`config.mk`:
```
export PLATFORM = sky130hd
export DESIGN_NAME = rst_pin_conditioner
export DESIGN_NICKNAME = d
export VERILOG_FILES = /design/src/rtl/rstc_pkg.sv /design/src/rtl/rstc_sync.sv /design/src/rtl/rstc_width_filter.sv /design/src/rtl/rstc_stretch.sv /design/src/rtl/rst_pin_conditioner.sv
export SDC_FILE = /design/constraint.sdc
export NUM_CORES = 1
export LEC_CHECK = 0
export BUFFER_PORTS_ARGS = -buffer_cell sky130_fd_sc_hd__buf_4
export CAP_MARGIN = 20
export CORE_ASPECT_RATIO = 0.75
export CORE_MARGIN = 2
export CORE_UTILIZATION = 24
export CTS_CLUSTER_SIZE = 12
export DETAILED_ROUTE_END_ITERATION = 12
export GPL_TIMING_DRIVEN = 0
export PLACE_DENSITY = 0.35
export REMOVE_ABC_BUFFERS = 1
export SKIP_CTS_REPAIR_TIMING = 1
export SYNTH_ARGS = -nofsm -noshare
export SYNTH_HDL_FRONTEND = slang
export SYNTH_HIERARCHICAL = 1
export SYNTH_SLANG_ARGS = --single-unit
```
`constraint.sdc`:
```
create_clock -name clk_i -period 1.3 [get_ports clk_i]
set_input_delay 0.39 -clock clk_i [delete_from_list [all_inputs] [get_ports clk_i]]
set_output_delay 0.39 -clock clk_i [all_outputs]
set_load 0.005 [all_outputs]
```
`src/rtl/rstc_pkg.sv`:
```
`timescale 1ns/1ps
package rstc_pkg;
  // Defaults for a 200 MHz sampling clock
  localparam int DEF_GLITCH_CYC  = 30;    // 150 ns
  localparam int DEF_STRETCH_CYC = 4000;  // 20 us
  localparam int DEF_SYNC_STAGES = 2;

  typedef enum logic {
    LVL_LOW  = 1'b0,
    LVL_HIGH = 1'b1
  } lvl_e;
endpackage

```
`src/rtl/rstc_sync.sv`:
```
`timescale 1ns/1ps
// Multi-stage level synchronizer with asynchronous reset to a chosen value
module rstc_sync #(
  parameter int   STAGES  = 2,
  parameter logic RST_VAL = 1'b0
) (
  input  logic clk_i,
  input  logic arst_n_i,
  input  logic d_i,
  output logic q_o
);
  logic [STAGES-1:0] shreg;

  always_ff @(posedge clk_i or negedge arst_n_i) begin
    if (!arst_n_i) shreg <= {STAGES{RST_VAL}};
    else           shreg <= {shreg[STAGES-2:0], d_i};
  end

  assign q_o = shreg[STAGES-1];
endmodule

```
`src/rtl/rstc_width_filter.sv`:
```
`timescale 1ns/1ps
// Measures continuous low time; qualifies once GLITCH_CYC low samples accumulate
module rstc_width_filter #(
  parameter int GLITCH_CYC = 30
) (
  input  logic clk_i,
  input  logic rst_n_i,
  input  logic lvl_n_i,
  output logic qual_o
);
  localparam int CW = $clog2(GLITCH_CYC + 1);
  localparam logic [CW-1:0] LOAD = CW'(GLITCH_CYC);

  logic [CW-1:0] remain;

  always_ff @(posedge clk_i or negedge rst_n_i) begin
    if (!rst_n_i)              remain <= LOAD;
    else if (lvl_n_i)          remain <= LOAD;          // any high sample restarts
    else if (remain != '0)     remain <= remain - 1'b1;
  end

  assign qual_o = (remain == '0);
endmodule

```
`src/rtl/rstc_stretch.sv`:
```
`timescale 1ns/1ps
// Holds the reset output low until STRETCH_CYC cycles pass with no qualification
module rstc_stretch #(
  parameter int STRETCH_CYC = 4000
) (
  input  logic clk_i,
  input  logic rst_n_i,
  input  logic qual_i,
  output logic rel_o
);
  localparam int SW = $clog2(STRETCH_CYC + 1);
  localparam logic [SW-1:0] LOAD = SW'(STRETCH_CYC);

  logic [SW-1:0] hold;
  logic          rel_q;

  always_ff @(posedge clk_i or negedge rst_n_i) begin
    if (!rst_n_i)          hold <= LOAD;
    else if (qual_i)       hold <= LOAD;
    else if (hold != '0)   hold <= hold - 1'b1;
  end

  always_ff @(posedge clk_i or negedge rst_n_i) begin
    if (!rst_n_i) rel_q <= 1'b0;
    else          rel_q <= (hold == '0) && !qual_i;
  end

  assign rel_o = rel_q;
endmodule

```
`src/rtl/rst_pin_conditioner.sv`:
```
`timescale 1ns/1ps
module rst_pin_conditioner
  import rstc_pkg::*;
#(
  parameter int GLITCH_CYC  = DEF_GLITCH_CYC,
  parameter int STRETCH_CYC = DEF_STRETCH_CYC,
  parameter int SYNC_STAGES = DEF_SYNC_STAGES
) (
  input  logic clk_i,
  input  logic por_i,
  input  logic pin_n_i,
  output logic sys_rst_n_o,
  output logic por_rst_n_o
);
  logic por_arst_n;
  logic por_n_sync;
  logic pin_sync;
  logic pin_qual;
  logic sys_rel;

  assign por_arst_n = ~por_i;

  // Power-up reset: asserted asynchronously, released synchronously
  rstc_sync #(.STAGES(SYNC_STAGES), .RST_VAL(LVL_LOW)) u_por_sync (
    .clk_i    (clk_i),
    .arst_n_i (por_arst_n),
    .d_i      (1'b1),
    .q_o      (por_n_sync)
  );

  // Raw pin synchronizer, resets to the inactive (high) level
  rstc_sync #(.STAGES(SYNC_STAGES), .RST_VAL(LVL_HIGH)) u_pin_sync (
    .clk_i    (clk_i),
    .arst_n_i (por_n_sync),
    .d_i      (pin_n_i),
    .q_o      (pin_sync)
  );

  rstc_width_filter #(.GLITCH_CYC(GLITCH_CYC)) u_filter (
    .clk_i   (clk_i),
    .rst_n_i (por_n_sync),
    .lvl_n_i (pin_sync),
    .qual_o  (pin_qual)
  );

  rstc_stretch #(.STRETCH_CYC(STRETCH_CYC)) u_stretch (
    .clk_i   (clk_i),
    .rst_n_i (por_n_sync),
    .qual_i  (pin_qual),
    .rel_o   (sys_rel)
  );

  assign sys_rst_n_o = sys_rel;
  assign por_rst_n_o = por_n_sync;
endmodule

```
==> results of run 1 <==
[flip-flops by register name, indices dropped and copies added, names as in the netlist]
| register | count |
|---|---|
| u_stretch/hold | 12 |
| u_pin_sync/shreg | 2 |
| u_filter/remain | 5 |
| u_stretch/rel_o | 1 |
| u_por_sync/shreg | 2 |
[cells in the mapped netlist, drive strengths merged (2+ instances only)]
library cell  instances  area share (%)
o211ai                2             1.8
nand3                 2             1.4
o21ai                 3             1.7
nor3b                 2             1.4
a21oi                 4             1.8
nor3                  3             1.4
or3                   4             2.4
nor2                 12             4.1
xnor2                 2             1.6
a211oi                2             1.4
nor4                  3             3.1
dfstp                12              29
xor2                  4             3.2
nand2                 4             1.4
ha                    3             3.4
dfrtp                10              23
inv                   8             2.7
[routing by layer]
layer,up-vias,global-route usage [%]
li1,401,-
met2,6,12.5
met4,0,1.88
met3,2,3.47
met5,-,0
met1,408,13.3
[final timing paths]
| check | from | end |
|---|---|---|
| min in group clk_i | pin_n_i | u_pin_sync/shreg[0] |
| min reg2reg | u_por_sync/shreg[1] | u_filter/remain[0] |
| max | u_stretch/hold[0] | u_stretch/hold[9] |
| min | u_por_sync/shreg[1] | u_filter/remain[0] |
| max reg2reg | u_stretch/hold[0] | u_stretch/hold[9] |
| max in group asynchronous | por_i | u_por_sync/shreg[1] |
[per-stage QoR]
step | hold WS [ns] | area (um^2) | cells
after floorplan | 0.131 | 1090 | 98
after global placement | 0.252 | 1190 | 159
after detailed placement | 0.257 | 1190 | 159
after CTS | -0.0224 | 1230 | 163
after global routing | 0.224 | 1540 | 181
final | 0.236 | 1540 | 181
[kinds of logic after synthesis]
kind of cell / Yosys count / share of synthesized area [%]
adder cells (fa/ha/maj): 3 / 3.42
flip-flops: 22 / 51.5
other: 1 / 0.341
AND/OR/NAND/NOR: 39 / 22.7
XOR/XNOR: 6 / 4.78
AO/OA/AOI/OAI: 18 / 12.5
buffers and inverters: 9 / 3.87
multiplexers: 1 / 0.911
[final cells by class]
class                   count  area (um^2)  share of cell area [%]
clock buffers               4         45.0                    2.93
repair buffers             22          201                    13.1
well taps                  57         71.3                    4.63
multi-input cells          68          616                    40.0
inverters                   8         33.8                    2.20
flip-flops and latches     22          572                    37.2
[worst max-delay path, stage by stage (launching register included)]
cell and delay [ns]:
dfrtp_2 0.43, inv_2 0.08, ha_4 0.13, or3b_4 0.41
o2111ai_2 0.21, xor2_1 0.16, nand2_1 0.07
[report_power, final]
| group | switching [uW] | internal (uW) |
|---|---|---|
| sequential | 232 | 872 |
| clock | 210 | 218 |
| combinational | 233 | 280 |
==> metrics.csv, run 1 <==
metric,value,unit
status,finished with violations,
violations,setup timing,
max_freq,0.636,GHz
synth_warnings,6,
ant_nets,0,
final.min_clock_period,1.57,ns
clock_path_buffers,2,
routed-via-count,817,
route.detailed.drc,0,
drv_slew,0,
setup_viol,15,
port-buffer-count,4,
ios,5,
drt_iter0_markers,31,
place_ws,-0.616,ns
p_per_area,1330,mW/mm^2
core-area,0.00444,mm^2
syn_area,0.00110,mm^2
drive_gt1_share,55.6,%
ys_ff_latch,22,
insertion_delay,0.26,ns
die_w,82.1,um
hpwl,1380,um
synth_cell_type_count,42,
hold_path_class,reg -> async,
hold_violations,0,
vdd_drop_max,605,uV
end_kind,register,
crit_type,reg -> reg,
wl_met3,62,um
top_layer,met4,
routedLengthMet1,1130,um
cts_sinks,22,
cp_max_fo,5,
leakage,0.000606,uW
ys.flop_type,dfstp_2,
power,2040,uW
cts_buffers,3,
tritoncts,done,
min_period_over_period,121,%
grt_overflow_total,0,
layout_common_cells,"12 x buf_4, 12 x dfstp_2, 11 x nor2_1",
r2r_cells,6,
drv_cap,0,
wl_met2,1060,um
r2r_setup_slack,-0.27,ns
tns,-2.45,ns
grt_pass1_vias,715,
post-route-util,34.7,%
async_flop_share,100,%
grt_pass1_wl,3570,um
clk_pin_slew,0.08,ns
required,1.48,ns
h-tree-depth,1,
syn2layout_area_growth,40.1,%
rows,21,
finalClockSkew,0.00981,ns
vias_per_cell,4.51,
synth_edf_count,0,
start_util,24.7,%
diodes,0,
grt_max_degree,22,
die_area,0.00514,mm^2
rsz0062_at_grt,yes,
avgSynthCellArea,11.1,um^2
clockRootBuffer,clkbuf_8,
finalNetCount,131,
fin_ws,-0.273,ns
grtUsageTotal,9.04,%
worstPathArrival,1.76,ns
die-height,62.6,um
ys_seq_area_share,51.5,%
syn_inst,99,
start_kind,register,
place_congestion,0.689,
fillers,448,
antenna_found_initial,0,
wl_per_cell,12.5,um
drt_pass1_iterations,4,
drt-total-wl,2270,um
Note: power is estimated with default switching activity, not from simulation.
==> run 2, diff against run 1 <==
--- a/config.mk
+++ b/config.mk
@@ -10,7 +10,7 @@
 export CORE_ASPECT_RATIO = 0.75
 export CORE_MARGIN = 2
 export CORE_UTILIZATION = 24
-export CTS_CLUSTER_SIZE = 12
+export CTS_CLUSTER_SIZE = 20
 export DETAILED_ROUTE_END_ITERATION = 12
 export GPL_TIMING_DRIVEN = 0
 export PLACE_DENSITY = 0.35
==> constraint.sdc (replaced) <==
create_clock -name clk_i -period 1.3 [get_ports clk_i]
set_input_delay 0 -clock clk_i [delete_from_list [all_inputs] [get_ports clk_i]]
set_output_delay 0 -clock clk_i [all_outputs]
set_load 0.005 [all_outputs]
==> run 2 against run 1 <==
The flow still finishes with violations (setup timing). Core utilization shrank 0.37 points. Flip-flop and latch count is the same. Setup slack gained 0.0048 ns. Via count shrank 1.1%. Clock skew shrank 0.00087 ns. Combinational power shrank 3.9%.
==> metrics.csv, run 2 (synthesis gave the netlist of run 1 again) <==
metric,value,unit
status,finished with violations,
violations,setup timing,
path_cells,inv_2 > ha_4 > or3b_4 > o2111ai_2 > xor2_1 > nand2_1,
crit_buf_inv,1,
antenna_found_initial,0,
end_kind,register,
tritoncts,done,
p_per_area,1330,mW/mm^2
drt_pass1_iterations,4,
cp-startpoint,u_stretch/hold[0],
setup_viol,16,
fillers,448,
grt_pass1_vias,715,
wl_met2,1010,um
grt_pass1_wl,3570,um
drt_iter0_markers,12,
wl_per_cell,12.3,um
vias_per_cell,4.49,
clk_pin_slew,0.08,ns
largest_reg_flops,12,
power,2030,uW
ios,5,
rsz0062_at_grt,yes,
max_freq,0.638,GHz
routedLengthMet1,1120,um
core-area,0.00444,mm^2
clock_path_buffers,2,
layout_common_cells,"12 x buf_4, 12 x dfstp_2, 11 x nor2_1",
relSlewSlack,41.2,%
h-tree-depth,1,
hold_violations,0,
tns,-2.55,ns
drt-total-wl,2210,um
cp_max_fo,5,
finalClockSkew,0.00894,ns
grt_overflow_total,0,
drive_gt1_share,53.7,%
die_area,0.00514,mm^2
ant_nets,0,
max_stage_delay,0.43,ns
die-height,62.6,um
hpwl,1380,um
port-buffer-count,4,
largestRegisters,"u_stretch/hold (12), u_filter/remain (5)",
route.detailed.drc,0,
place_congestion,0.689,
required,1.48,ns
clockRootBuffer,clkbuf_8,
cts_buffers,3,
insertion_delay,0.26,ns
cp_top_family,simple AND/OR/NAND/NOR gates,
multiInputGateArea,616,um^2
leakage,0.000599,uW
fin_ws,-0.268,ns
routed-via-count,808,
wl_met3,60,um
min_period_over_period,121,%
hold_path_class,in -> async,
drv_slew,0,
vdd_drop_max,604,uV
top_register,u_stretch/hold,
worstPathArrival,1.75,ns
regArea,568,um^2
rows,21,
crit_type,reg -> reg,
diodes,0,
top_layer,met4,
cts_sinks,22,
grtUsageTotal,9.04,%
worst_path_max_delay_cell,dfrtp_2,
start_kind,register,
r2r_start,u_stretch/hold[0],
grt_max_degree,22,
worst_slew_pin_slew,0.882,ns
start_util,24.7,%
final.min_clock_period,1.57,ns
die_w,82.1,um
drv_cap,0,
finalNetCount,130,
syn2layout_area_growth,38.6,%
-- run 2: per-layer routing --
layer	track usage, %	vias to the layer above
li1	-	398
met1	13.3	402
met2	12.5	6
met3	3.47	2
met4	1.88	0
met5	0	-
-- run 2: worst paths after layout --
path,cells past startpoint,endpoint,slack [ns]
setup / recovery,6,u_stretch/hold[9],-0.27
hold / removal,3,u_por_sync/shreg[0],0.15
setup reg to reg,6,u_stretch/hold[9],-0.27
hold reg to reg,0,u_filter/remain[0],0.36
max in group asynchronous,0,u_stretch/hold[4],0.34
min in group clk_i,0,u_por_sync/shreg[1],0.36
-- run 2: layout make-up --
class                      count  area share (%)
clock buffer                   4            2.96
inverter                       8            2.22
multi-input combinational     68            40.4
sequential                    22            37.3
tap                           57            4.68
timing repair buffer          21            12.4
-- run 2: worst reg2reg max path: cells and delay by family, from the launching register on --
family / cells / cell delay, ns
and+or+nand+nor: 2 / 0.48
DFF: 1 / 0.43
AOI/OAI and AO/OA: 1 / 0.21
xor gates and xnor gates: 1 / 0.16
adders and majority gates: 1 / 0.13
buffers and inverters: 1 / 0.08
-- run 2: through the flow --
step           instances  worst slack (ns)  area (um^2)  hold slack (ns)  util, %
2_1_floorplan         98            -0.371         1090           -0.259        -
3_3_place_gp         159            -0.619         1190           -0.138     26.7
3_5_place_dp         159            -0.616         1190           -0.133     26.7
4_1_cts              163            -0.655         1230           -0.412     27.8
5_1_grt              180            -0.342         1520            0.152     34.3
6_report             180            -0.268         1520            0.151     34.3
-- run 2: power breakdown --
group	total, uW	switching [uW]	internal, uW
Sequential	1110	241	870
Clock	426	208	218
Combinational	493	217	275
